$ cat src/rtl/sct_pkg.sv
package sct_pkg;

  // Swap period minus one, applied as a mask on the low seconds bits.
  // 0 -> 1 s, 1 -> 2 s, 2/3 -> 4 s.
  function automatic logic [1:0] swap_mask(input logic [1:0] sel);
    case (sel)
      2'd0:    return 2'b00;
      2'd1:    return 2'b01;
      default: return 2'b11;
    endcase
  endfunction

endpackage

$ cat src/rtl/sct_counter.sv
module sct_counter #(
  parameter int SUB_W = 24,
  parameter int SEC_W = 32,
  parameter int RD_W  = 32,
  parameter int SEL_W = 5,
  parameter int TW    = SUB_W + SEC_W,
  parameter int HI_W  = TW - RD_W
) (
  input  logic             clk,
  input  logic             rst,
  input  logic             lo_rd,
  input  logic [1:0]       swap_sel,
  input  logic [SEL_W-1:0] irq_sel,
  output logic [TW-1:0]    time_now,
  output logic [HI_W-1:0]  hi_q,
  output logic             irq_q,
  output logic             swap_q
);
  import sct_pkg::*;

  logic [SUB_W-1:0] sub_q, sub_inc, irq_mask;
  logic [SEC_W-1:0] sec_q, sec_inc;
  logic             wrap;

  assign sub_inc  = sub_q + SUB_W'(1);
  assign sec_inc  = sec_q + SEC_W'(1);
  assign wrap     = &sub_q;
  // Shifting out every bit gives an empty mask, which means a pulse every cycle.
  assign irq_mask = {SUB_W{1'b1}} >> irq_sel;
  assign time_now = {sec_q, sub_q};

  always_ff @(posedge clk) begin
    if (rst) begin
      sub_q  <= '0;
      sec_q  <= '0;
      hi_q   <= '0;
      irq_q  <= 1'b0;
      swap_q <= 1'b0;
    end else begin
      sub_q <= sub_inc;
      if (wrap) sec_q <= sec_inc;
      irq_q  <= ((sub_inc & irq_mask) == '0);
      swap_q <= wrap && ((sec_inc[1:0] & swap_mask(swap_sel)) == 2'b00);
      if (lo_rd) hi_q <= time_now[TW-1:RD_W];
    end
  end

endmodule

$ cat src/rtl/sct_ppsstamp.sv
module sct_ppsstamp #(
  parameter int TW     = 56,
  parameter int SYNC_N = 2
) (
  input  logic          clk,
  input  logic          rst,
  input  logic          pps_async,
  input  logic [TW-1:0] time_now,
  output logic [TW-1:0] stamp_q
);
  logic [SYNC_N-1:0] sync_q;
  logic              prev_q;
  logic              rise;

  generate
    if (SYNC_N == 1) begin : g_one
      always_ff @(posedge clk) begin
        if (rst) sync_q <= '0;
        else     sync_q <= pps_async;
      end
    end else begin : g_chain
      always_ff @(posedge clk) begin
        if (rst) sync_q <= '0;
        else     sync_q <= {sync_q[SYNC_N-2:0], pps_async};
      end
    end
  endgenerate

  assign rise = sync_q[SYNC_N-1] & ~prev_q;

  always_ff @(posedge clk) begin
    if (rst) begin
      prev_q  <= 1'b0;
      stamp_q <= '0;
    end else begin
      prev_q <= sync_q[SYNC_N-1];
      if (rise) stamp_q <= time_now;
    end
  end

endmodule

$ cat src/rtl/sct_watchdog.sv
module sct_watchdog #(
  parameter int          WDT_W     = 24,
  parameter int          WDT_LOAD  = 16777215,
  parameter int          WDT_PULSE = 16,
  parameter logic [31:0] WDT_KEY   = 32'hA5C3_0F96
) (
  input  logic        clk,
  input  logic        rst,
  input  logic        kick_wr,
  input  logic [31:0] kick_data,
  output logic        wdt_q
);
  localparam int PCW = $clog2(WDT_PULSE + 1);

  logic [WDT_W-1:0] cnt_q;
  logic [PCW-1:0]   pul_q, pul_d;
  logic             kick, expire;

  assign kick   = kick_wr && (kick_data == WDT_KEY);   // other values ignored
  assign expire = !kick && (cnt_q == '0);

  always_comb begin
    if (expire)            pul_d = PCW'(WDT_PULSE);
    else if (pul_q != '0)  pul_d = pul_q - PCW'(1);
    else                   pul_d = '0;
  end

  always_ff @(posedge clk) begin
    if (rst) begin
      cnt_q <= WDT_W'(WDT_LOAD);
      pul_q <= '0;
      wdt_q <= 1'b0;
    end else begin
      cnt_q <= (kick || expire) ? WDT_W'(WDT_LOAD) : cnt_q - WDT_W'(1);
      pul_q <= pul_d;
      wdt_q <= (pul_d != '0);
    end
  end

endmodule

$ cat src/rtl/sct_timebase.sv
module sct_timebase #(
  parameter int          SUB_W     = 24,
  parameter int          SEC_W     = 32,
  parameter int          RD_W      = 32,
  parameter int          SYNC_N    = 2,
  parameter int          WDT_W     = 24,
  parameter int          WDT_LOAD  = 16777215,
  parameter int          WDT_PULSE = 16,
  parameter logic [31:0] WDT_KEY   = 32'hA5C3_0F96,
  parameter int          SEL_W     = $clog2(SUB_W + 1),
  parameter int          TW        = SUB_W + SEC_W,
  parameter int          HI_W      = TW - RD_W
) (
  input  logic             clk,
  input  logic             rst,
  input  logic             pps_async,
  input  logic             lo_rd,
  input  logic             kick_wr,
  input  logic [31:0]      kick_data,
  input  logic [1:0]       swap_sel,
  input  logic [SEL_W-1:0] irq_sel,
  output logic [RD_W-1:0]  time_lo,
  output logic [HI_W-1:0]  time_hi,
  output logic [TW-1:0]    stamp,
  output logic             irq_pulse,
  output logic             swap_tick,
  output logic             wdt_reset
);
  logic [TW-1:0] time_now;

  sct_counter #(
    .SUB_W(SUB_W), .SEC_W(SEC_W), .RD_W(RD_W), .SEL_W(SEL_W), .TW(TW), .HI_W(HI_W)
  ) u_cnt (
    .clk(clk), .rst(rst), .lo_rd(lo_rd), .swap_sel(swap_sel), .irq_sel(irq_sel),
    .time_now(time_now), .hi_q(time_hi), .irq_q(irq_pulse), .swap_q(swap_tick)
  );

  sct_ppsstamp #(.TW(TW), .SYNC_N(SYNC_N)) u_pps (
    .clk(clk), .rst(rst), .pps_async(pps_async), .time_now(time_now), .stamp_q(stamp)
  );

  sct_watchdog #(
    .WDT_W(WDT_W), .WDT_LOAD(WDT_LOAD), .WDT_PULSE(WDT_PULSE), .WDT_KEY(WDT_KEY)
  ) u_wdt (
    .clk(clk), .rst(rst), .kick_wr(kick_wr), .kick_data(kick_data), .wdt_q(wdt_reset)
  );

  assign time_lo = time_now[RD_W-1:0];

endmodule

$ cat config.mk
export PLATFORM = sky130hd
export DESIGN_NAME = sct_timebase
export DESIGN_NICKNAME = d
export VERILOG_FILES = /design/src/rtl/sct_pkg.sv /design/src/rtl/sct_counter.sv /design/src/rtl/sct_ppsstamp.sv /design/src/rtl/sct_watchdog.sv /design/src/rtl/sct_timebase.sv
export SDC_FILE = /design/constraint.sdc
export NUM_CORES = 1
export LEC_CHECK = 0
export ABC_CLOCK_PERIOD_IN_PS = 3050
export BUFFER_PORTS_ARGS = -buffer_cell sky130_fd_sc_hd__buf_2
export CAP_MARGIN = 30
export CORE_UTILIZATION = 57
export CTS_BUF_LIST = sky130_fd_sc_hd__clkbuf_4
export DETAILED_ROUTE_END_ITERATION = 16
export GPL_ROUTABILITY_DRIVEN = 0
export GPL_TIMING_DRIVEN = 1
export PLACE_DENSITY = 0.87
export SYNTH_ARGS = -nofsm -noshare
export SYNTH_HDL_FRONTEND = slang
export SYNTH_SLANG_ARGS = --single-unit
$ cat constraint.sdc
create_clock -name clk -period 3.05 [get_ports clk]
set_input_delay 0 -clock clk [delete_from_list [all_inputs] [get_ports clk]]
set_output_delay 0 -clock clk [all_outputs]
set_load 0.02 [all_outputs]
==> results of run 1 <==
stage by stage:
step | util | cell area [um2] | hold slack (ns) | setup WS (ns) | instances
global placement | 0.639 | 8130 | 0.240 | 0.268 | 1151
floorplan | - | 7470 | 0.128 | 0.656 | 893
detailed placement | 0.639 | 8130 | 0.238 | 0.177 | 1151
CTS | 0.673 | 8560 | 0.00134 | 0.149 | 1191
global route | 0.673 | 8560 | 0.0324 | -0.0983 | 1191
finish | 0.673 | 8560 | 0.0506 | 0.139 | 1191
per-layer routing:
layer	part of all wire	GRT usage	wire length, um	vias to the layer above
met3	0.054	0.0566	911	29
met2	0.46	0.389	7630	197
met5	0	0	0	-
li1	-	-	-	3219
met1	0.47	0.344	7830	3011
met4	0.023	0.108	391	0
flip-flops by register name (all words and copies together) (netlist names), 2 cells and up:
name	count
u_pps.stamp_q	56
u_cnt.sec_q	32
u_cnt.hi_q	24
u_cnt.sub_q	24
u_wdt.cnt_q	24
u_wdt.pul_q	5
u_pps.sync_q	2
report_power, final:
group	total (W)	internal (W)	switching [W]
combinational	0.000332	0.000139	0.000192
clock	0.00152	0.000734	0.000785
sequential	0.00232	0.00228	0.0000388
worst register-to-register path: stages (launching register included):
cell and delay (ns):
dfxtp_1 0.54, nand4_1 0.35, or4_4 0.60, nor4_4 0.39, nand4_2 0.40, or3_1 0.44
a21oi_1 0.14
cells in the mapped netlist, drive strengths merged, types with 3 or more instances:
library cell and count:
dfxtp 171, nor2b 6, inv 17, xnor2 39
nor4 11, nor3 25, nor2 101, or4 7
buf 42, nand3b 5, nand4 19, a311oi 3
clkbuf 39, a21oi 76, ha 5, or3 14
nand2 167, nor4bb 3, xor2 24, and4 7
nand3 24, mux2i 26, o21ai 20, nor3b 3
a31oi 4, and3 9
cell families (layout without fill, tap and decap cells):
logic type      after synthesis  count (layout)  share of synthesized area
buf+inv                      98             224                     0.0682
compound gates              120             120                     0.0896
xor+xnor                     63              63                     0.0739
flops                       171             171                      0.458
fa+ha+maj                     6               6                    0.00971
simple gates                409             409                      0.266
mux                          26              26                     0.0348
cells in the final DEF (no fill, tap or decap), types with 4 or more instances in the layout:
master	n
o21ai_0	20
clkinv_4	5
or3_1	14
bufinv_16	5
clkbuf_4	17
nor3_2	7
xnor2_1	39
dfxtp_1	171
buf_2	157
nand4_1	16
buf_4	9
nor2_1	101
and3_1	9
xor2_1	24
inv_1	17
and4_1	7
nor4_1	7
nand3b_1	5
dlygate4sd3_1	8
or4_1	6
nand3_1	24
a31oi_1	4
nand2_1	167
mux2i_1	26
a21oi_1	76
nor3_1	18
nor2b_1	5
ha_1	5
area by class of cell:
cell class | instances | share of cell area
clock buffers | 17 | 0.0149
repair buffers | 175 | 0.111
inverters | 17 | 0.00746
clock inverters | 15 | 0.0260
well taps | 172 | 0.0251
flip-flops and latches | 171 | 0.400
multi-input cells | 624 | 0.415
path summary, 6_finish.rpt:
| kind | depth (start not counted) | from | end |
|---|---|---|---|
| worst max-delay path | 6 | u_cnt.sub_q[8] | u_cnt.sec_q[23] |
| worst min-delay path | 5 | irq_sel[0] | u_cnt.irq_q |
| worst max register to register | 6 | u_cnt.sub_q[8] | u_cnt.sec_q[23] |
| worst min register to register | 2 | u_pps.stamp_q[46] | u_pps.stamp_q[46] |
repair_timing:
| action | 4_1_cts | 5_1_grt |
|---|---|---|
| hold endpoints to repair | 49 | 0 |
| hold buffers | 8 | 0 |
| setup endpoints to repair | 0 | 14 |
==> flow_summary.yaml, run 1 <==
clocking:
  cts_setup_buffers: 0
  cts.clk_slew.worst_paths_ns: 0.13
  post_cts_resize_count: 0
  clock-root-buffer: "clkbuf_4"
  numCtsBuffers: 17
  clockBufferDepth: 2
  clock-sinks: 171
  h-tree-depth: 4
  cts_tree: "done"
  worstSkewPairLatency_ns: 0.56
finish:
  diodes: 0
  multi_input_area_um2: 3550
  nFillCells: 1078
  seqCellArea_um2: 3420
  nets: 1055
  synthToLayoutAreaGrowth_pct: 14.6
  layout-drive-gt1-share: 0.213
synth:
  synth_warnings: 0
  ys.flop_type: "dfxtp_1"
  synth_area_um2: 7470
  synth_seq_cells: 171
  synth_area_leader_cell: "dfxtp_1"
  ys_top_cells_by_area: "dfxtp_1 (46%), nand2_1 (8.4%), a21oi_1 (5.1%), nor2_1 (5.1%), xnor2_1 (4.6%)"
  synth_nets: 942
  postSynthCellCount: 893
  synth_seq_area_share: 0.458
  synth_edf_count: 0
  async_flop_share: 0
  ys_types: 53
  synth_top_area_frac: 0.458
  avgSynthCellArea_um2: 8.37
global_routing:
  grt_max_degree: 55
  grt_overflow: 0
  antenna_found_initial: 0
  grt.total_usage: 0.254
  grt_pass1_vias: 5760
  grt_pass1_wl_mm: 27.0
drt:
  routed-via-count: 6456
  drt_wl_total_mm: 16.8
  detail-route-antenna-nets: 0
  viasPerCell: 5.42
  drtIter0Drc: 431
  remaining_drc_errors: 0
  wl_per_cell_um: 14.1
  drt-pass1-iter-count: 5
power:
  total_power_w: 0.00417
  irDropWorstVdd_mv: 0.393
  cellLeakagePower_nw: 3.43
  p_per_area_nw_per_um2: 487
worst_setup_path:
  r2r_slack_ns: 0.14
  cp_top_family: "simple AND/OR/NAND/NOR gates"
  arrival_ns: 3.41
  crit_path_top_delay_cell: "or4_4"
  crit_type: "flip-flop to flip-flop"
  crit_required_ns: 3.55
  critical_path_buf_inv_count: 0
  worst_setup_path_start_kind: "flip-flop"
  crit_chain: "nand4_1 -> or4_4 -> nor4_4 -> nand4_2 -> or3_1 -> a21oi_1"
  cpPeakStageDelay_ns: 0.60
  worstPathMaxFanout: 13
  end_kind: "flip-flop"
sta:
  max_freq_mhz: 344
  rsz0062_at_grt: "yes"
  period_share: 0.954
  max_slew.worst_pin.slew_ns: 0.776
  drv_slew: 0
  layout_min_cycle_time_ns: 2.91
  clock_skew_ns: 0.00945
  slew_headroom: 0.482
  tns_ns: 0
  setup_viol: 0
  hold_viol: 0
floorplan:
  die_y_um: 116
  die_w_um: 116
  pin_count: 159
  dieArea_um2: 13600
  start_util: 0.587
  coreArea_um2: 12700
  rows: 41
placed_design:
  port-buffer-count: 158
  dp_hpwl_mm: 11.6
job:
  timing.max_cap.violations: 0
run_status:
  status: "completed"
worst_hold_path:
  hold_path_class: "input port to flip-flop"
Power figures use the tool's default switching activity.
==> run 2, diff against run 1 <==
==> constraint.sdc (replaced) <==
create_clock -name clk -period 3.05 [get_ports clk]
set_input_delay 0.61 -clock clk [delete_from_list [all_inputs] [get_ports clk]]
set_output_delay 0.61 -clock clk [all_outputs]
set_load 0.02 [all_outputs]
==> run 2 against run 1 <==
Compared with the run above: worst setup slack worse by 0.058 ns; critical endpoint is now u_cnt.sec_q[25]; flip-flop and latch count stayed put; critical path depth stayed put; global-route usage about the same; utilization fell by 0.56 points; register-to-register slack got worse by 0.06 ns; largest cell class unchanged; fmax decreased by 2.0%; routed wire length decreased by 0.55%; combinational power fell by 2%.
==> flow_summary.yaml, run 2 (same netlist as run 1, synthesis figures left out) <==
run_status:
  status: "completed"
sta:
  drv_slew: 0
  layout_min_cycle_time_ns: 2.97
  worst_slack_ns: 0.0807
  slew_headroom: 0.498
  rsz0062_at_grt: "yes"
  max_freq_mhz: 337
  hold_viol: 0
  clock_skew_ns: 0.0195
  period_share: 0.974
  setup_viol: 0
  max_slew.worst_pin.slew_ns: 0.753
  timing.hold.ws_ns: 0.292
floorplan:
  dieArea_um2: 13600
  die_y_um: 116
  die_w_um: 116
  rows: 41
  start_util: 0.587
  pin_count: 159
  coreArea_um2: 12700
placed_design:
  dp_hpwl_mm: 11.5
  placed_area_um2: 8130
  port-buffer-count: 158
  dp_slack_ns: 0.150
power:
  clkPwrFrac: 0.366
  sequentialPowerShare: 0.556
  cellLeakagePower_nw: 3.40
  swShare: 0.241
  p_int_w: 0.00316
  comb_power_share: 0.078
  switchingPower_w: 0.00101
  total_power_w: 0.00416
  irDropWorstVdd_mv: 0.400
  p_per_area_nw_per_um2: 490
drt:
  drt-pass1-iter-count: 5
  viasPerCell: 5.43
  drt_wl_total_mm: 16.7
  remaining_drc_errors: 0
  wl_per_cell_um: 14.1
  drtIter0Drc: 464
  routed-via-count: 6423
  detail-route-antenna-nets: 0
clocking:
  worstSkewPairLatency_ns: 0.55
  clockBufferDepth: 2
  clock-root-buffer: "clkbuf_4"
  clock-sinks: 171
  numCtsBuffers: 17
  cts_hold_buffers: 0
  h-tree-depth: 4
  cts.clk_slew.worst_paths_ns: 0.14
  cts_tree: "done"
worst_setup_path:
  worst_setup_path_start_kind: "flip-flop"
  end_kind: "flip-flop"
  critical_path_buf_inv_count: 0
  worstPathMaxFanout: 13
  crit_required_ns: 3.53
  crit_chain: "nand4_1 -> or4_4 -> nor4_4 -> nand4_2 -> or3_1 -> a21oi_1"
  crit_path_top_delay_cell: "or4_4"
  arrival_ns: 3.45
  cpPeakStageDelay_ns: 0.60
  crit_type: "flip-flop to flip-flop"
  cp_top_family: "simple AND/OR/NAND/NOR gates"
global_routing:
  grt.total_usage: 0.254
  grt_overflow: 0
  grt_max_degree: 102
  antenna_found_initial: 1
  grt_pass1_vias: 5799
  grt_pass1_wl_mm: 27.0
finish:
  seqCellArea_um2: 3420
  nFillCells: 1096
  nets: 1046
  finish.instance_area_um2: 8490
  biggestRegsByFlops: "u_pps.stamp_q: 56 flops, u_cnt.sec_q: 32 flops"
  multi_input_area_um2: 3550
  regMostFlops: "u_pps.stamp_q"
  largest_register_ffs: 56
  final_cell_mix: "dfxtp_1 (171), nand2_1 (167), buf_2 (157)"
  final_core_util: 0.667
  final_common_cell: "dfxtp_1"
  layout-drive-gt1-share: 0.216
  synthToLayoutAreaGrowth_pct: 13.6
worst_hold_path:
  hold_path_class: "input port to flip-flop"
job:
  timing.max_cap.violations: 0
run 2: per-stage QoR:
| step | instances | setup TNS [ns] |
|---|---|---|
| finish | 1183 | 0 |
| global route | 1183 | -0.427 |
| CTS | 1182 | 0 |
| detailed placement | 1150 | 0 |
| global placement | 1150 | 0 |
| floorplan | 893 | 0 |
run 2: path summary, 6_finish.rpt:
| path | start | to | slack [ns] | cells after the start |
|---|---|---|---|---|
| min | pps_async | u_pps.sync_q[0] | 0.29 | 2 |
| max | u_cnt.sub_q[10] | u_cnt.sec_q[25] | 0.08 | 6 |
| min reg2reg | u_wdt.cnt_q[0] | u_wdt.cnt_q[0] | 0.45 | 1 |
| max reg2reg | u_cnt.sub_q[10] | u_cnt.sec_q[25] | 0.08 | 6 |
run 2: final cells by class:
type,instances,area share
clock inverter,14,0.0255
tap,172,0.0254
sequential,171,0.403
clock buffer,18,0.0159
timing repair buffer,166,0.103
antenna,1,0.000295
inverter,17,0.00752
multi-input combinational,624,0.419
run 2: power groups by stage:
| stage | registers, W | clock network [W] | logic (W) |
|---|---|---|---|
| finish | 0.00232 | 0.00152 | 0.000325 |
| global route | 0.00232 | 0.00167 | 0.000365 |
| CTS | 0.00232 | 0.00155 | 0.000326 |
| detailed placement | 0.00236 | 0 | 0.000324 |
| global placement | 0.00236 | 0 | 0.000319 |
| floorplan | 0.00237 | 0 | 0.000231 |
run 2: repair_timing:
action | CTS | global route
endpoints found under the setup margin | 0 | 9
endpoints found under the hold margin | 0 | 0
gates resized for setup | 0 | 0
buffers inserted | 0 | 0
run 2: routing by layer:
metal  GRT usage  vias to the layer above  routed length (um)
li1            -                     3199                   -
met1       0.336                     2993                7520
met2       0.400                      203                7880
met3      0.0566                       28                 933
met4       0.106                        0                 336
met5           0                        -                   0
==> run 3, diff against run 2 <==
--- a/config.mk
+++ b/config.mk
@@ -13,7 +13,8 @@
 export DETAILED_ROUTE_END_ITERATION = 16
 export GPL_ROUTABILITY_DRIVEN = 0
 export GPL_TIMING_DRIVEN = 1
-export PLACE_DENSITY = 0.87
+export MAX_ROUTING_LAYER = met4
+export PLACE_DENSITY = 0.83
 export SYNTH_ARGS = -nofsm -noshare
 export SYNTH_HDL_FRONTEND = slang
 export SYNTH_SLANG_ARGS = --single-unit
==> run 3 against run 2 <==
Compared with the run above: power fell by 8.0%; non-clock buffer count rose by 2; flip-flop and latch count did not move; routed wire length fell by 0.94%; die area did not move; count of clock-buffer cells in the layout fell by 1; clock power fell by 22%; register-to-register slack improved by 0.19 ns; critical path depth did not move; worst hold slack got worse by 0.0066 ns; first-iteration DRC count fell by 23%; largest cell class unchanged; critical endpoint is now u_cnt.sec_q[27].
==> flow_summary.yaml, run 3 (same netlist as run 1, synthesis figures left out) <==
worst_setup_path:
  crit_required_ns: 3.54
  r2r_cells: 6
  arrival_ns: 3.27
  crit_type: "flip-flop to flip-flop"
  end_kind: "flip-flop"
  worst_setup_path_start_kind: "flip-flop"
  worstPathMaxFanout: 13
placed_design:
  port-buffer-count: 158
  dp_hpwl_mm: 11.6
  placed_area_um2: 8140
  dp.cells: 1152
finish:
  largest_register_ffs: 56
  final_cell_mix: "dfxtp_1 (171), nand2_1 (167), buf_2 (157)"
  layoutNonFillerInstCount: 1185
  nFillCells: 1161
  synthToLayoutAreaGrowth_pct: 12.3
  final_common_cell: "dfxtp_1"
  regMostFlops: "u_pps.stamp_q"
  layout-drive-gt1-share: 0.213
  finish.instance_area_um2: 8390
  final_core_util: 0.660
  biggestRegsByFlops: "u_pps.stamp_q: 56 flops, u_cnt.sec_q: 32 flops"
  nets: 1048
global_routing:
  antenna_found_initial: 0
  grt_max_degree: 111
  grt_pass1_vias: 5663
  grt_pass1_wl_mm: 26.8
  grt.total_usage: 0.260
  grt_overflow: 0
clocking:
  worstSkewPairLatency_ns: 0.56
  cts_setup_buffers: 0
  clock-root-buffer: "clkbuf_4"
  post_cts_resize_count: 0
  numCtsBuffers: 17
  cts.clk_slew.worst_paths_ns: 0.14
  clockBufferDepth: 2
  clock-sinks: 171
  cts_hold_buffers: 0
  cts_tree: "done"
  h-tree-depth: 4
drt:
  routed-via-count: 6376
  detail-route-antenna-nets: 0
  viasPerCell: 5.38
  drt_wl_total_mm: 16.5
  wl_per_cell_um: 13.9
  drtIter0Drc: 355
  remaining_drc_errors: 0
  drt-pass1-iter-count: 4
sta:
  period_share: 0.912
  max_freq_mhz: 360
  hold_viol: 0
  max_slew.worst_pin.slew_ns: 0.717
  layout_min_cycle_time_ns: 2.78
  tns_ns: 0
  setup_viol: 0
  clock_skew_ns: 0.0177
  rsz0062_at_grt: "no"
  slew_headroom: 0.522
  drv_slew: 0
floorplan:
  rows: 41
  coreArea_um2: 12700
  start_util: 0.587
  dieArea_um2: 13600
  die_w_um: 116
  die_y_um: 116
  pin_count: 159
power:
  total_power_w: 0.00383
  irDropWorstVdd_mv: 0.417
  p_per_area_nw_per_um2: 456
  cellLeakagePower_nw: 3.36
job:
  timing.max_cap.violations: 0
worst_hold_path:
  hold_path_class: "input port to flip-flop"
  hold_depth: 2
run_status:
  status: "completed"
## run 3: layout make-up
class | count | area (um2) | area share
diodes | 1 | 2.50 | 0.000298
clock buffers | 17 | 128 | 0.0152
clock inverters | 15 | 125 | 0.0149
inverters | 17 | 63.8 | 0.00760
multi-input cells | 624 | 3550 | 0.423
flip-flops and latches | 171 | 3420 | 0.408
well taps | 172 | 215 | 0.0256
repair buffers | 168 | 881 | 0.105
## run 3: worst paths after layout
check	slack, ns	from	to
worst max-delay path	0.27	u_cnt.sub_q[4]	u_cnt.sec_q[27]
worst min-delay path	0.29	pps_async	u_pps.sync_q[0]
worst max register to register	0.27	u_cnt.sub_q[4]	u_cnt.sec_q[27]
worst min register to register	0.46	u_wdt.cnt_q[0]	u_wdt.cnt_q[0]
## run 3: worst max-delay path: stages, from the launching register on
cell and delay [ns]:
dfxtp_1 0.55, nand4_4 0.21, or4_4 0.58, nor4_4 0.39, nand4_2 0.40, or3_1 0.42
a21oi_1 0.15
## run 3: report_power, final
| group | switching, W | leakage (nW) | internal, W | total (W) |
|---|---|---|---|---|
| logic | 0.000189 | 1.84 | 0.000132 | 0.000321 |
| clock network | 0.000791 | 0.134 | 0.000403 | 0.00119 |
| registers | 0.0000380 | 1.38 | 0.00228 | 0.00232 |
## run 3: metrics by stage
| stage | setup slack (ns) | hold slack (ns) |
|---|---|---|
| floorplan | 0.656 | 0.396 |
| global placement | 0.388 | 0.418 |
| detailed placement | 0.283 | 0.423 |
| CTS | 0.277 | 0.238 |
| global route | 0.120 | 0.235 |
| finish | 0.269 | 0.286 |
## run 3: per-layer routing
layer / share of wire / GRT usage / vias to the layer above
met2: 0.46 / 0.411 / 179
met4: 0.019 / 0.0949 / 0
met5: 0 / - / -
li1: - / - / 3215
met3: 0.053 / 0.0540 / 24
met1: 0.47 / 0.328 / 2958
